--- src/rtl/mdio_pkg.sv ---
`timescale 1ns/1ps
package mdio_pkg;
  localparam int FLD_W  = 5;
  localparam int WORD_W = 16;
  localparam int HDR_W  = 13;

  typedef enum logic [1:0] {S_PRE, S_HDR, S_TA, S_DATA} rx_state_t;
  typedef enum logic [1:0] {K_RD, K_WR, K_ADDR, K_RDINC} kind_t;

  localparam logic [1:0] SOP_RD    = 2'b10;
  localparam logic [1:0] SOP_WR    = 2'b01;
  localparam logic [1:0] XOP_ADDR  = 2'b00;
  localparam logic [1:0] XOP_WR    = 2'b01;
  localparam logic [1:0] XOP_RD    = 2'b11;
  localparam logic [1:0] XOP_RDINC = 2'b10;
endpackage

--- src/rtl/mdio_preamble_det.sv ---
`timescale 1ns/1ps
module mdio_preamble_det #(
  parameter int LEN = 32
) (
  input  logic clk,
  input  logic rst,
  input  logic arm,
  input  logic bit_in,
  output logic ok
);
  localparam int CW = $clog2(LEN + 1);
  logic [CW-1:0] cnt;

  always_ff @(posedge clk) begin
    if (rst || !arm || !bit_in) cnt <= '0;
    else if (cnt != CW'(LEN)) cnt <= cnt + 1'b1;
  end

  assign ok = (cnt == CW'(LEN));
endmodule

--- src/rtl/mdio_ext_addr.sv ---
`timescale 1ns/1ps
module mdio_ext_addr #(
  parameter int W = 16
) (
  input  logic         clk,
  input  logic         rst,
  input  logic         load,
  input  logic [W-1:0] load_val,
  input  logic         inc,
  output logic [W-1:0] addr
);
  always_ff @(posedge clk) begin
    if (rst)       addr <= '0;
    else if (load) addr <= load_val;
    else if (inc)  addr <= addr + 1'b1;
  end
endmodule

--- src/rtl/mdio_tx_shift.sv ---
`timescale 1ns/1ps
module mdio_tx_shift #(
  parameter int W = 16
) (
  input  logic         clk,
  input  logic         rst,
  input  logic         load,
  input  logic [W-1:0] load_val,
  input  logic         shift,
  input  logic         release_line,
  output logic         o,
  output logic         oe
);
  logic [W-1:0] sh;

  always_ff @(posedge clk) begin
    if (rst) begin
      sh <= '0;
      o  <= 1'b0;
      oe <= 1'b0;
    end else if (load) begin
      sh <= load_val;
      o  <= 1'b0;
      oe <= 1'b1;
    end else if (shift) begin
      o  <= sh[W-1];
      sh <= {sh[W-2:0], 1'b0};
    end else if (release_line) begin
      o  <= 1'b0;
      oe <= 1'b0;
    end
  end
endmodule

--- src/rtl/mdio_dual_slave.sv ---
`timescale 1ns/1ps
module mdio_dual_slave
  import mdio_pkg::*;
#(
  parameter int          PRE_LEN  = 32,
  parameter logic [4:0]  DEV_ADDR = 5'd3
) (
  input  logic                clk,
  input  logic                rst,
  input  logic                mdio_i,
  output logic                mdio_o,
  output logic                mdio_oe,
  input  logic [FLD_W-1:0]    port_strap,
  output logic                reg_rd,
  output logic                reg_wr,
  output logic                reg_ext,
  output logic [WORD_W-1:0]   reg_addr,
  output logic [WORD_W-1:0]   reg_wdata,
  input  logic [WORD_W-1:0]   reg_rdata
);
  localparam int HC_W = $clog2(HDR_W);
  localparam int BC_W = $clog2(WORD_W);

  rx_state_t         state;
  logic [HC_W-1:0]   hdr_cnt;
  logic [HDR_W-2:0]  hdr_sh;
  logic [BC_W-1:0]   bit_cnt;
  logic [WORD_W-2:0] rx_sh;
  kind_t             kind;
  logic              pre_ok;
  logic [WORD_W-1:0] ext_addr;

  // header decode, valid on the edge that samples the last header bit
  logic [HDR_W-1:0]  full_hdr;
  logic              h_short;
  logic [1:0]        h_op;
  logic [FLD_W-1:0]  h_port, h_fld;
  logic              h_valid;
  kind_t             h_kind;

  always_comb begin
    full_hdr = {hdr_sh, mdio_i};
    h_short  = full_hdr[12];
    h_op     = full_hdr[11:10];
    h_port   = full_hdr[9:5];
    h_fld    = full_hdr[4:0];
    h_valid  = 1'b0;
    h_kind   = K_RD;
    if (h_short) begin
      if (h_op == SOP_RD)      begin h_valid = 1'b1; h_kind = K_RD; end
      else if (h_op == SOP_WR) begin h_valid = 1'b1; h_kind = K_WR; end
    end else if (h_fld == DEV_ADDR) begin
      h_valid = 1'b1;
      case (h_op)
        XOP_ADDR:  h_kind = K_ADDR;
        XOP_WR:    h_kind = K_WR;
        XOP_RD:    h_kind = K_RD;
        default:   h_kind = K_RDINC;
      endcase
    end
  end

  logic accept, is_read, last_bit;
  logic tx_load, tx_shift, tx_release;
  logic addr_load, addr_inc;

  assign accept   = (state == S_HDR) && (hdr_cnt == HC_W'(HDR_W - 1)) &&
                    h_valid && (h_port == port_strap);
  assign is_read  = (kind == K_RD) || (kind == K_RDINC);
  assign last_bit = (state == S_DATA) && (bit_cnt == BC_W'(WORD_W - 1));

  assign tx_load    = (state == S_TA) && (bit_cnt == '0) && is_read;
  assign tx_shift   = is_read && (((state == S_TA) && (bit_cnt != '0)) ||
                                  ((state == S_DATA) && !last_bit));
  assign tx_release = is_read && last_bit;
  assign addr_load  = last_bit && (kind == K_ADDR);
  assign addr_inc   = last_bit && (kind == K_RDINC);

  always_ff @(posedge clk) begin
    if (rst) begin
      state     <= S_PRE;
      hdr_cnt   <= '0;
      hdr_sh    <= '0;
      bit_cnt   <= '0;
      rx_sh     <= '0;
      kind      <= K_RD;
      reg_rd    <= 1'b0;
      reg_wr    <= 1'b0;
      reg_ext   <= 1'b0;
      reg_addr  <= '0;
      reg_wdata <= '0;
    end else begin
      reg_rd <= 1'b0;
      reg_wr <= 1'b0;
      case (state)
        S_PRE: begin
          if (pre_ok && !mdio_i) begin
            state   <= S_HDR;
            hdr_cnt <= '0;
          end
        end
        S_HDR: begin
          hdr_sh  <= full_hdr[HDR_W-2:0];
          hdr_cnt <= hdr_cnt + 1'b1;
          if (hdr_cnt == HC_W'(HDR_W - 1)) begin
            if (accept) begin
              state    <= S_TA;
              bit_cnt  <= '0;
              kind     <= h_kind;
              reg_ext  <= !h_short;
              reg_addr <= h_short ? {{(WORD_W-FLD_W){1'b0}}, h_fld} : ext_addr;
              reg_rd   <= (h_kind == K_RD) || (h_kind == K_RDINC);
            end else begin
              state <= S_PRE;
            end
          end
        end
        S_TA: begin
          if (bit_cnt == '0) begin
            if (!is_read && !mdio_i) state <= S_PRE;
            else bit_cnt <= bit_cnt + 1'b1;
          end else begin
            if (!is_read && mdio_i) state <= S_PRE;
            else begin
              state   <= S_DATA;
              bit_cnt <= '0;
            end
          end
        end
        default: begin
          rx_sh   <= {rx_sh[WORD_W-3:0], mdio_i};
          bit_cnt <= bit_cnt + 1'b1;
          if (last_bit) begin
            state <= S_PRE;
            if (kind == K_WR) begin
              reg_wr    <= 1'b1;
              reg_wdata <= {rx_sh, mdio_i};
            end
          end
        end
      endcase
    end
  end

  mdio_preamble_det #(.LEN(PRE_LEN)) u_pre (
    .clk(clk), .rst(rst), .arm(state == S_PRE), .bit_in(mdio_i), .ok(pre_ok)
  );

  mdio_ext_addr #(.W(WORD_W)) u_addr (
    .clk(clk), .rst(rst), .load(addr_load), .load_val({rx_sh, mdio_i}),
    .inc(addr_inc), .addr(ext_addr)
  );

  mdio_tx_shift #(.W(WORD_W)) u_tx (
    .clk(clk), .rst(rst), .load(tx_load), .load_val(reg_rdata),
    .shift(tx_shift), .release_line(tx_release), .o(mdio_o), .oe(mdio_oe)
  );
endmodule

--- config.mk ---
export PLATFORM = sky130hd
export DESIGN_NAME = mdio_dual_slave
export DESIGN_NICKNAME = d
export VERILOG_FILES = /design/src/rtl/mdio_pkg.sv /design/src/rtl/mdio_preamble_det.sv /design/src/rtl/mdio_ext_addr.sv /design/src/rtl/mdio_tx_shift.sv /design/src/rtl/mdio_dual_slave.sv
export SDC_FILE = /design/constraint.sdc
export NUM_CORES = 1
export LEC_CHECK = 0
export BUFFER_PORTS_ARGS = -buffer_cell sky130_fd_sc_hd__clkbuf_2
export CORE_MARGIN = 4
export CORE_UTILIZATION = 63
export CTS_BUF_LIST = sky130_fd_sc_hd__clkbuf_16
export CTS_CLUSTER_SIZE = 30
export DETAILED_ROUTE_END_ITERATION = 6
export HOLD_SLACK_MARGIN = 0.02
export PLACE_DENSITY = 0.85
export SLEW_MARGIN = 20
export SYNTH_ARGS = -nofsm -noshare
export SYNTH_HDL_FRONTEND = slang
export SYNTH_HIERARCHICAL = 1
export SYNTH_SLANG_ARGS = --single-unit
--- constraint.sdc ---
create_clock -name clk -period 4.6 [get_ports clk]
set_input_delay 0.23 -clock clk [delete_from_list [all_inputs] [get_ports clk]]
set_output_delay 0.23 -clock clk [all_outputs]
set_load 0.05 [all_outputs]
# Word level (Yosys, flattened, before mapping)

Index checks and enable logic that the tools add are counted.
Widths: inputs -> output; s select.

Output and inout bits: 37
Flip-flop bits (word level): 114
Logic and storage cells: 131
Bits of input ports: 24

Mux-type cells: 35
$add $sub $neg: 4
Bitwise operators: 6
Equal/unequal tests: 23
Reductions and logical operators: 47

Operators by type and width:

| kind                  | count |
|---|---|
| $mux 16               | 5 |
| $mux 4                | 6 |
| $mux 2                | 9 |
| $add 16x1->16 const B | 1 |
| $logic_and 1x1->1     | 15 |
| $eq 2x2->1 const B    | 7 |
| $pmux 2 s3            | 2 |
| $pmux 4 s3            | 1 |
| $mux 1                | 11 |
| $reduce_bool 2->1     | 5 |
| $add 4x1->4 const B   | 2 |
| $eq 4x4->1 const B    | 2 |
| $logic_not 2->1       | 4 |
| $pmux 4 s2            | 1 |
| $reduce_bool 4->1     | 2 |
| $add 6x1->6 const B   | 1 |
| $eq 2x1->1 const B    | 3 |
| $eq 6x6->1 const B    | 1 |
| $ne 2x2->1 const B    | 3 |
| $ne 3x3->1 const B    | 2 |
| $ne 6x6->1 const B    | 1 |
| $not 1->1             | 6 |
| $reduce_and 3->1      | 2 |
| $eq 5x2->1 const B    | 1 |
| 13 further kinds      | 22 |

# Depth between registers and ports, before layout

Gate-level depths: netlist of the first run.

Depth after elaboration: 9
Gate-level depth with buffers: 10
Gate-level depth less buffers: 9

# By module

The synthesis of the first run kept the hierarchy.

By module, submodules not included:

| module            | instances | area an instance (sq um) | seq. area each (sq um) | cells an instance |
|---|---|---|---|---|
| mdio_dual_slave   | 1         | 3309.4                   | 1481.4                 | 373 |
| mdio_ext_addr     | 1         | 984.7                    | 320.3                  | 112 |
| mdio_tx_shift     | 1         | 862.1                    | 360.3                  | 78 |
| mdio_preamble_det | 1         | 310.3                    | 120.1                  | 33 |

# Worst setup path before layout of the first run

OpenSTA, ideal clock, no wires.

Path type: register to register
Start point: register hdr_sh[9]
End point: register bit_cnt[0]
Period minus slack after synthesis: 2.093 ns
Data required time: 4.529 ns
Setup slack: 2.507 ns
Arrival time: 2.022 ns
Stages on the path, launching flop included: 8
Cells stage by stage: dfxtp_1 -> inv_1 -> ha_1 -> nand2b_1 -> nand3_2 -> o41a_1 -> or4_1 -> a21oi_1

Cells in the longest elaborated chain, start to end: 8
Elaborated cells on any way between the ends: 9
Classes of those cells: eq/ne: 3; mux: 3; reduce/logical: 3

RTL lines:

| what                                  | line                   | source |
|---|---|---|
| start: declaration                    | mdio_dual_slave.sv:26  | `logic [HDR_W-2:0] hdr_sh;` |
| start signal: assignment              | mdio_dual_slave.sv:103 | `hdr_sh <= full_hdr[HDR_W-2:0];` |
| $eq 2x1->1                            | mdio_dual_slave.sv:51  | `else if (h_op == SOP_WR) begin h_valid = 1'b1; h_kind = K_WR; end` |
| $mux 1                                | mdio_dual_slave.sv:51  |  |
| $mux 1 (*)                            | mdio_dual_slave.sv:50  | `if (h_op == SOP_RD) begin h_valid = 1'b1; h_kind = K_RD; end` |
| $mux 1 (*)                            | mdio_dual_slave.sv:49  | `if (h_short) begin` |
| $logic_and 1x1->1 (*)                 | mdio_dual_slave.sv:67  | `assign accept = (state == S_HDR) && (hdr_cnt == HC_W'(HDR_W - 1)) &&` |
| $logic_and 1x1->1 (*)                 | mdio_dual_slave.sv:68  | `h_valid && (h_port == port_strap);` |
| $ne 2x2->1 (no source line) (*)       | --                     |  |
| $reduce_and 5->1 (no source line) (*) | --                     |  |
| end signal: assignment                | mdio_dual_slave.sv:121 | `else bit_cnt <= bit_cnt + 1'b1;` |
| end signal: assignment                | mdio_dual_slave.sv:132 | `bit_cnt <= bit_cnt + 1'b1;` |
| end: declaration                      | mdio_dual_slave.sv:27  | `logic [BC_W-1:0] bit_cnt;` |

Every way passes the cells marked *; elsewhere a longest branch is shown, timed or not.
A chain may end at the register's enable or synchronous reset.

# Worst setup path after layout of the first run

Start point: register state[1]
End point: register state[1]

Cells in the longest elaborated chain, start to end: 7
Elaborated cells on any way between the ends: 16
Classes of those cells: eq/ne: 6; mux: 3; reduce/logical: 7

RTL lines:

| what                           | line                                         | source |
|---|---|---|
| start: declaration             | mdio_dual_slave.sv:24                        | `rx_state_t state;` |
| start signal: assignment       | mdio_dual_slave.sv:81                        | `state <= S_PRE;` |
| start signal: assignment       | mdio_dual_slave.sv:98                        | `state <= S_HDR;` |
| start signal: assignment       | mdio_dual_slave.sv:107                       | `state <= S_TA;` |
| $eq 2x1->1                     | mdio_dual_slave.sv:67, mdio_dual_slave.sv:95 |  |
| $logic_and 1x1->1 (2 in a row) | mdio_dual_slave.sv:67                        |  |
| $logic_and 1x1->1              | mdio_dual_slave.sv:68                        |  |
| $mux 2                         | mdio_dual_slave.sv:106                       | `if (accept) begin` |
| $mux 2                         | mdio_dual_slave.sv:105                       | `if (hdr_cnt == HC_W'(HDR_W - 1)) begin` |
| $pmux 2 s3                     | mdio_dual_slave.sv:95                        | `case (state)` |

Several ways; a longest one is shown, not always the timed one. The select of a mux whose other input is x is not followed.

==> results of run 1 <==
[area by class of cell]
| class | instances | area, um^2 |
|---|---|---|
| tap | 105 | 131 |
| multi-input combinational | 417 | 2890 |
| inverter | 28 | 105 |
| clock inverter | 15 | 144 |
| sequential | 114 | 2280 |
| clock buffer | 17 | 425 |
| timing repair buffer | 63 | 333 |
| fill | 555 | 2030 |
[metal layers]
layer / global-route usage / share of wire
met1: 0.289 / 0.44
met2: 0.390 / 0.49
met3: 0.0661 / 0.052
met4: 0.121 / 0.018
met5: 0 / 0
[registers in the layout (all words and copies together), names as in the netlist]
signal and flops:
reg_rd 1, reg_addr 16, u_addr/addr 16, u_tx/o 1, rx_sh 15, hdr_cnt 4, u_pre/cnt 6, bit_cnt 4
reg_ext 1, kind 2, u_tx/sh 16, hdr_sh 12, u_tx/oe 1, reg_wr 1, state 2, reg_wdata 16
[Yosys cell counts, types with 4 or more instances]
library cell	number	area share
a211oi_1	6	0.0082
a21oi_1	57	0.052
and2_1	6	0.0069
buf_6	4	0.0082
clkbuf_1	25	0.017
dfxtp_1	114	0.42
ha_1	18	0.041
inv_1	28	0.019
mux2_2	9	0.019
mux2_4	6	0.016
mux2i_1	53	0.097
nand2_1	60	0.041
nand2b_1	6	0.0069
nand3_1	13	0.012
nand3b_1	12	0.016
nand4_1	5	0.0057
nor2_1	62	0.043
nor2b_1	4	0.0046
nor3_1	12	0.011
nor4_2	5	0.011
o21a_1	10	0.014
o21ai_0	10	0.0092
or4_1	5	0.0069
xnor2_1	10	0.016
xor2_1	11	0.018
[critical path, stage by stage (launching register included)]
cell	delay [ps]
dfxtp_1	360
inv_1	110
ha_1	820
nand3_2	250
or4_1	810
a211o_1	340
a21oi_1	130
[placed cells by master, fill, tap and decap left out, types with 11 or more instances in the layout]
cell type  count
dfxtp_1      114
nor2_1        62
nand2_1       60
clkbuf_2      59
a21oi_1       57
mux2i_1       53
inv_1         29
ha_1          18
clkbuf_16     17
nand3_1       13
nor3_1        12
nand3b_1      12
xor2_1        11
[per-stage QoR]
step,std cells,instance area [um^2],setup WS (ps)
after floorplan,596,5470,2510
after global placement,726,5730,1810
after detailed placement,726,5730,1630
after CTS,758,6300,1570
after global routing,759,6310,1490
final,759,6310,1690
[power by group]
part | total, mW | leakage [nW] | switching [mW] | internal (mW)
clock network | 1.25 | 0.274 | 0.461 | 0.789
registers | 0.990 | 0.918 | 0.00111 | 0.989
logic | 0.0413 | 1.16 | 0.0267 | 0.0146
total | 2.28 | 2.35 | 0.489 | 1.79
[how the worst min path moves through the flow]
| stage | to | slack, ps | cells past startpoint |
|---|---|---|---|
| floorplan | u_addr/addr[0] | 370 | 2 |
| global placement | reg_addr[6] | 440 | 2 |
| detailed placement | reg_wdata[2] | 450 | 2 |
| CTS | u_tx/sh[4] | 50 | 3 |
| global route | u_tx/sh[14] | 70 | 3 |
| finish | u_tx/sh[14] | 60 | 3 |
[cells by family after synthesis]
logic type,after synthesis,synth area share
AO/OA/AOI/OAI,95,0.102
multiplexers,68,0.132
AND/OR/NAND/NOR,212,0.210
XOR/XNOR,24,0.0426
buffers and inverters,65,0.0552
adder cells (fa/ha/maj),18,0.0412
flip-flops,114,0.417
==> impl_metrics.env, run 1 <==
export IMPL_outcome="complete, no violations"
export IMPL_antenna_cells=0
export IMPL_area_delta_synth_final_pct=15.5
export IMPL_io_buffers=60
export IMPL_p_leak_nw=2.35
export IMPL_syn_inst=596
export IMPL_initial_core_util=0.655
export IMPL_syn_area_mm2=0.00547
export IMPL_ys_async_sr_fraction=0
export IMPL_crit_required_ps=4930
export IMPL_ys_warn_count=6
export IMPL_place_congestion=0.835
export IMPL_yosys_most_used_dff="dfxtp_1"
export IMPL_root_buffer="clkbuf_16"
export IMPL_timing_final_crit_share=0.632
export IMPL_hold_class="in2reg"
export IMPL_synth_edf_count=0
export IMPL_rsz0062_at_grt="no"
export IMPL_die_area_mm2=0.0102
export IMPL_r2r_slack_ps=1690
export IMPL_setup_tns_ps=0
export IMPL_post_route_util=0.757
export IMPL_vias_per_cell=5.74
export IMPL_clock_fmax_mhz=344
export IMPL_io_pins=61
export IMPL_grt_overflow=0
export IMPL_min_delay_start="reg_rdata[14]"
export IMPL_relSlewSlack=0.317
export IMPL_critPathMaxFanout=21
export IMPL_finalSetupViolCount=0
export IMPL_r2r_start="state[1]"
export IMPL_powerDensity_mw_per_mm2=361
export IMPL_synth_area_per_cell_um2=9.17
export IMPL_core_mm2=0.00834
export IMPL_worstRegToRegCells=6
export IMPL_clkTransAtPathRegs_ps=50
export IMPL_ant_nets=0
export IMPL_fin_skew_ps=9.16
export IMPL_start_kind="flop"
export IMPL_htreeDepth=4
export IMPL_startpoint="state[1]"
export IMPL_timing_worst_setup_path_type="reg2reg"
export IMPL_antenna_found_initial=0
export IMPL_ys_types=52
export IMPL_total_power_mw=2.28
export IMPL_grt_pass1_vias=4324
export IMPL_clk_latency_ps=410
export IMPL_hpwl_um=7690
export IMPL_holdWs_ps=64.1
export IMPL_worst_pin_slew_ps=1030
export IMPL_maxSlewViolCount=0
export IMPL_endpoint_kind="flop"
export IMPL_drive_above_1_share=0.190
export IMPL_timing_rr_end="state[1]"
export IMPL_yosys_register_bits=114
export IMPL_die_y_um=101
export IMPL_endpoint="state[1]"
export IMPL_wirelength_um=11900
export IMPL_cts_tree="built"
export IMPL_wire_per_inst_um=15.7
export IMPL_row_count=33
export IMPL_ir_drop_mv=0.326
export IMPL_syn_nets=638
export IMPL_gr_usage_all_layers=0.239
export IMPL_grt_max_degree=112
export IMPL_drt_initial_drc_count=200
export IMPL_drc=0
export IMPL_ys_seq_area_frac=0.417
export IMPL_cts_buffers_inserted=17
export IMPL_cts_hold_buf=0
export IMPL_drt_pass1_iter_count=5
export IMPL_crit_arrival_ps=3240
export IMPL_grt_pass1_wl_um=19600
export IMPL_clock_sinks=114
export IMPL_final_min_clock_period_ps=2910
export IMPL_cts_setup_buffers=0
export IMPL_maxCapViolations=0
export IMPL_nNetsFinal=683
export IMPL_hold_violations=0
export IMPL_vias=4357
export IMPL_cts_resized=0
export IMPL_cts_path_max_buffers=2
export IMPL_die_x_um=101
Power figures use the tool's default switching activity.
==> run 2: changes to the inputs <==
--- a/config.mk
+++ b/config.mk
@@ -7,12 +7,12 @@
 export LEC_CHECK = 0
 export BUFFER_PORTS_ARGS = -buffer_cell sky130_fd_sc_hd__clkbuf_2
 export CORE_MARGIN = 4
-export CORE_UTILIZATION = 63
+export CORE_UTILIZATION = 58
 export CTS_BUF_LIST = sky130_fd_sc_hd__clkbuf_16
 export CTS_CLUSTER_SIZE = 30
 export DETAILED_ROUTE_END_ITERATION = 6
 export HOLD_SLACK_MARGIN = 0.02
-export PLACE_DENSITY = 0.85
+export PLACE_DENSITY = 0.79
 export SLEW_MARGIN = 20
 export SYNTH_ARGS = -nofsm -noshare
 export SYNTH_HDL_FRONTEND = slang
==> constraint.sdc (replaced) <==
create_clock -name clk -period 2.7 [get_ports clk]
set_input_delay 0.135 -clock clk [delete_from_list [all_inputs] [get_ports clk]]
set_output_delay 0.135 -clock clk [all_outputs]
set_load 0.05 [all_outputs]
==> run 2 against run 1 <==
  * Worst hold slack improved by 110 ps
  * Cell count increased by 4.0%
  * Critical endpoint is now u_addr/addr[5]
  * Die area increased by 7.9%
  * Register-to-register slack got worse by 1300 ps
  * Highest routed layer unchanged
  * Maximum frequency increased by 24%
  * Core utilization decreased by 4.1 points
  * Largest power group unchanged
  * Clock skew increased by 0.97 ps
  * Clock power increased by 86%
  * Sequential share of layout area decreased by 1.5 points
  * Non-clock buffer count increased by 24
  * Via count decreased by 0.48%
  * Sequential power increased by 71%
==> impl_metrics.env, run 2 (synthesized netlist as in run 1, its figures left out) <==
export IMPL_final_min_clock_period_ps=2350
export IMPL_initial_core_util=0.594
export IMPL_setup_slack_ps=353
export IMPL_p_leak_nw=2.49
export IMPL_multi_input_area_mm2=0.00289
export IMPL_critPathMaxFanout=12
export IMPL_die_area_mm2=0.0110
export IMPL_relSlewSlack=0.562
export IMPL_ant_nets=0
export IMPL_timing_final_crit_share=0.869
export IMPL_vias_per_cell=5.50
export IMPL_cts_path_max_buffers=2
export IMPL_drt_pass1_iter_count=4
export IMPL_grt_max_degree=65
export IMPL_wire_per_inst_um=14.6
export IMPL_die_y_um=105
export IMPL_start_kind="flop"
export IMPL_finalSetupViolCount=0
export IMPL_setup_tns_ps=0
export IMPL_hold_class="in2reg"
export IMPL_clk_latency_ps=400
export IMPL_fin_skew_ps=10.1
export IMPL_final_area_mm2=0.00658
export IMPL_io_pins=61
export IMPL_htreeDepth=4
export IMPL_ir_drop_mv=0.588
export IMPL_total_power_mw=4.10
export IMPL_dp_slack_ps=382
export IMPL_hpwl_um=7840
export IMPL_wirelength_um=11500
export IMPL_final_cell_mix="114 x dfxtp_1, 62 x nor2_1, 60 x nand2_1, 59 x clkbuf_2, 57 x a21oi_1"
export IMPL_nNetsFinal=707
export IMPL_crit_required_ps=3030
export IMPL_area_delta_synth_final_pct=20.4
export IMPL_grt_overflow=0
export IMPL_clock_fmax_mhz=426
export IMPL_vias=4336
export IMPL_rsz0062_at_grt="no"
export IMPL_row_count=35
export IMPL_die_x_um=105
export IMPL_cts_tree="built"
export IMPL_fillers=654
export IMPL_io_buffers=60
export IMPL_antenna_cells=0
export IMPL_place_congestion=0.812
export IMPL_cts_resized=0
export IMPL_grt_pass1_wl_um=19800
export IMPL_crit_arrival_ps=2680
export IMPL_placed_cell_area_mm2=0.00580
export IMPL_core_mm2=0.00920
export IMPL_timing_worst_setup_path_type="reg2reg"
export IMPL_cts_buffers_inserted=17
export IMPL_drt_initial_drc_count=185
export IMPL_drive_above_1_share=0.192
export IMPL_post_route_util=0.716
export IMPL_maxSlewViolCount=0
export IMPL_clkTransAtPathRegs_ps=60
export IMPL_sequential_cell_area_mm2=0.00228
export IMPL_powerDensity_mw_per_mm2=623
export IMPL_outcome="complete, no violations"
export IMPL_maxCapViolations=0
export IMPL_worst_pin_slew_ps=657
export IMPL_endpoint_kind="flop"
export IMPL_clock_sinks=114
export IMPL_root_buffer="clkbuf_16"
export IMPL_grt_pass1_vias=4352
export IMPL_antenna_found_initial=0
export IMPL_hold_violations=0
export IMPL_mostFrequentLayoutCell="dfxtp_1"
export IMPL_drc=0
export IMPL_gr_usage_all_layers=0.218
## run 2: repair_timing
action,CTS,global route
setup buffers,0,0
hold endpoints to repair,16,0
hold buffers,16,0
## run 2: stage by stage
step	cells	hold WS, ps
after global placement	741	373
after global routing	789	209
after detailed placement	741	378
after floorplan	596	278
final	789	177
after CTS	789	174
## run 2: path summary, 6_finish.rpt
| check | from | endpoint | slack (ps) | depth (start not counted) |
|---|---|---|---|---|
| worst max-delay path | state[0] | u_addr/addr[5] | 350 | 7 |
| worst min-delay path | mdio_i | reg_wdata[0] | 180 | 3 |
| worst max register to register | state[0] | u_addr/addr[5] | 350 | 7 |
| worst min register to register | reg_addr[11] | reg_addr[11] | 450 | 2 |
## run 2: layer usage
metal  part of all wire  vias up  GRT usage
li1                   -     2185          -
met1               0.45     2046      0.261
met5                  0        -          0
met3              0.035       17     0.0494
met4              0.013        0     0.0712
met2               0.50       88      0.384
## run 2: worst max-delay path: stages, from the launching register on
cell and delay [ps]:
dfxtp_1 410, ha_1 220, and4_1 340, and2_1 340, nand4_4 270, or3_1 390, a21o_1 180, a21oi_1 130
## run 2: layout make-up
class / instances / area share
clock buffer: 17 / 0.0647
inverter: 28 / 0.0160
clock inverter: 15 / 0.0291
sequential: 114 / 0.347
timing repair buffer: 87 / 0.0829
tap: 111 / 0.0211
multi-input combinational: 417 / 0.439
## run 2: power breakdown
part | switching (mW) | total [mW] | internal, mW
Clock | 0.783 | 2.32 | 1.54
Combinational | 0.0484 | 0.0895 | 0.0411
Sequential | 0.00183 | 1.69 | 1.68
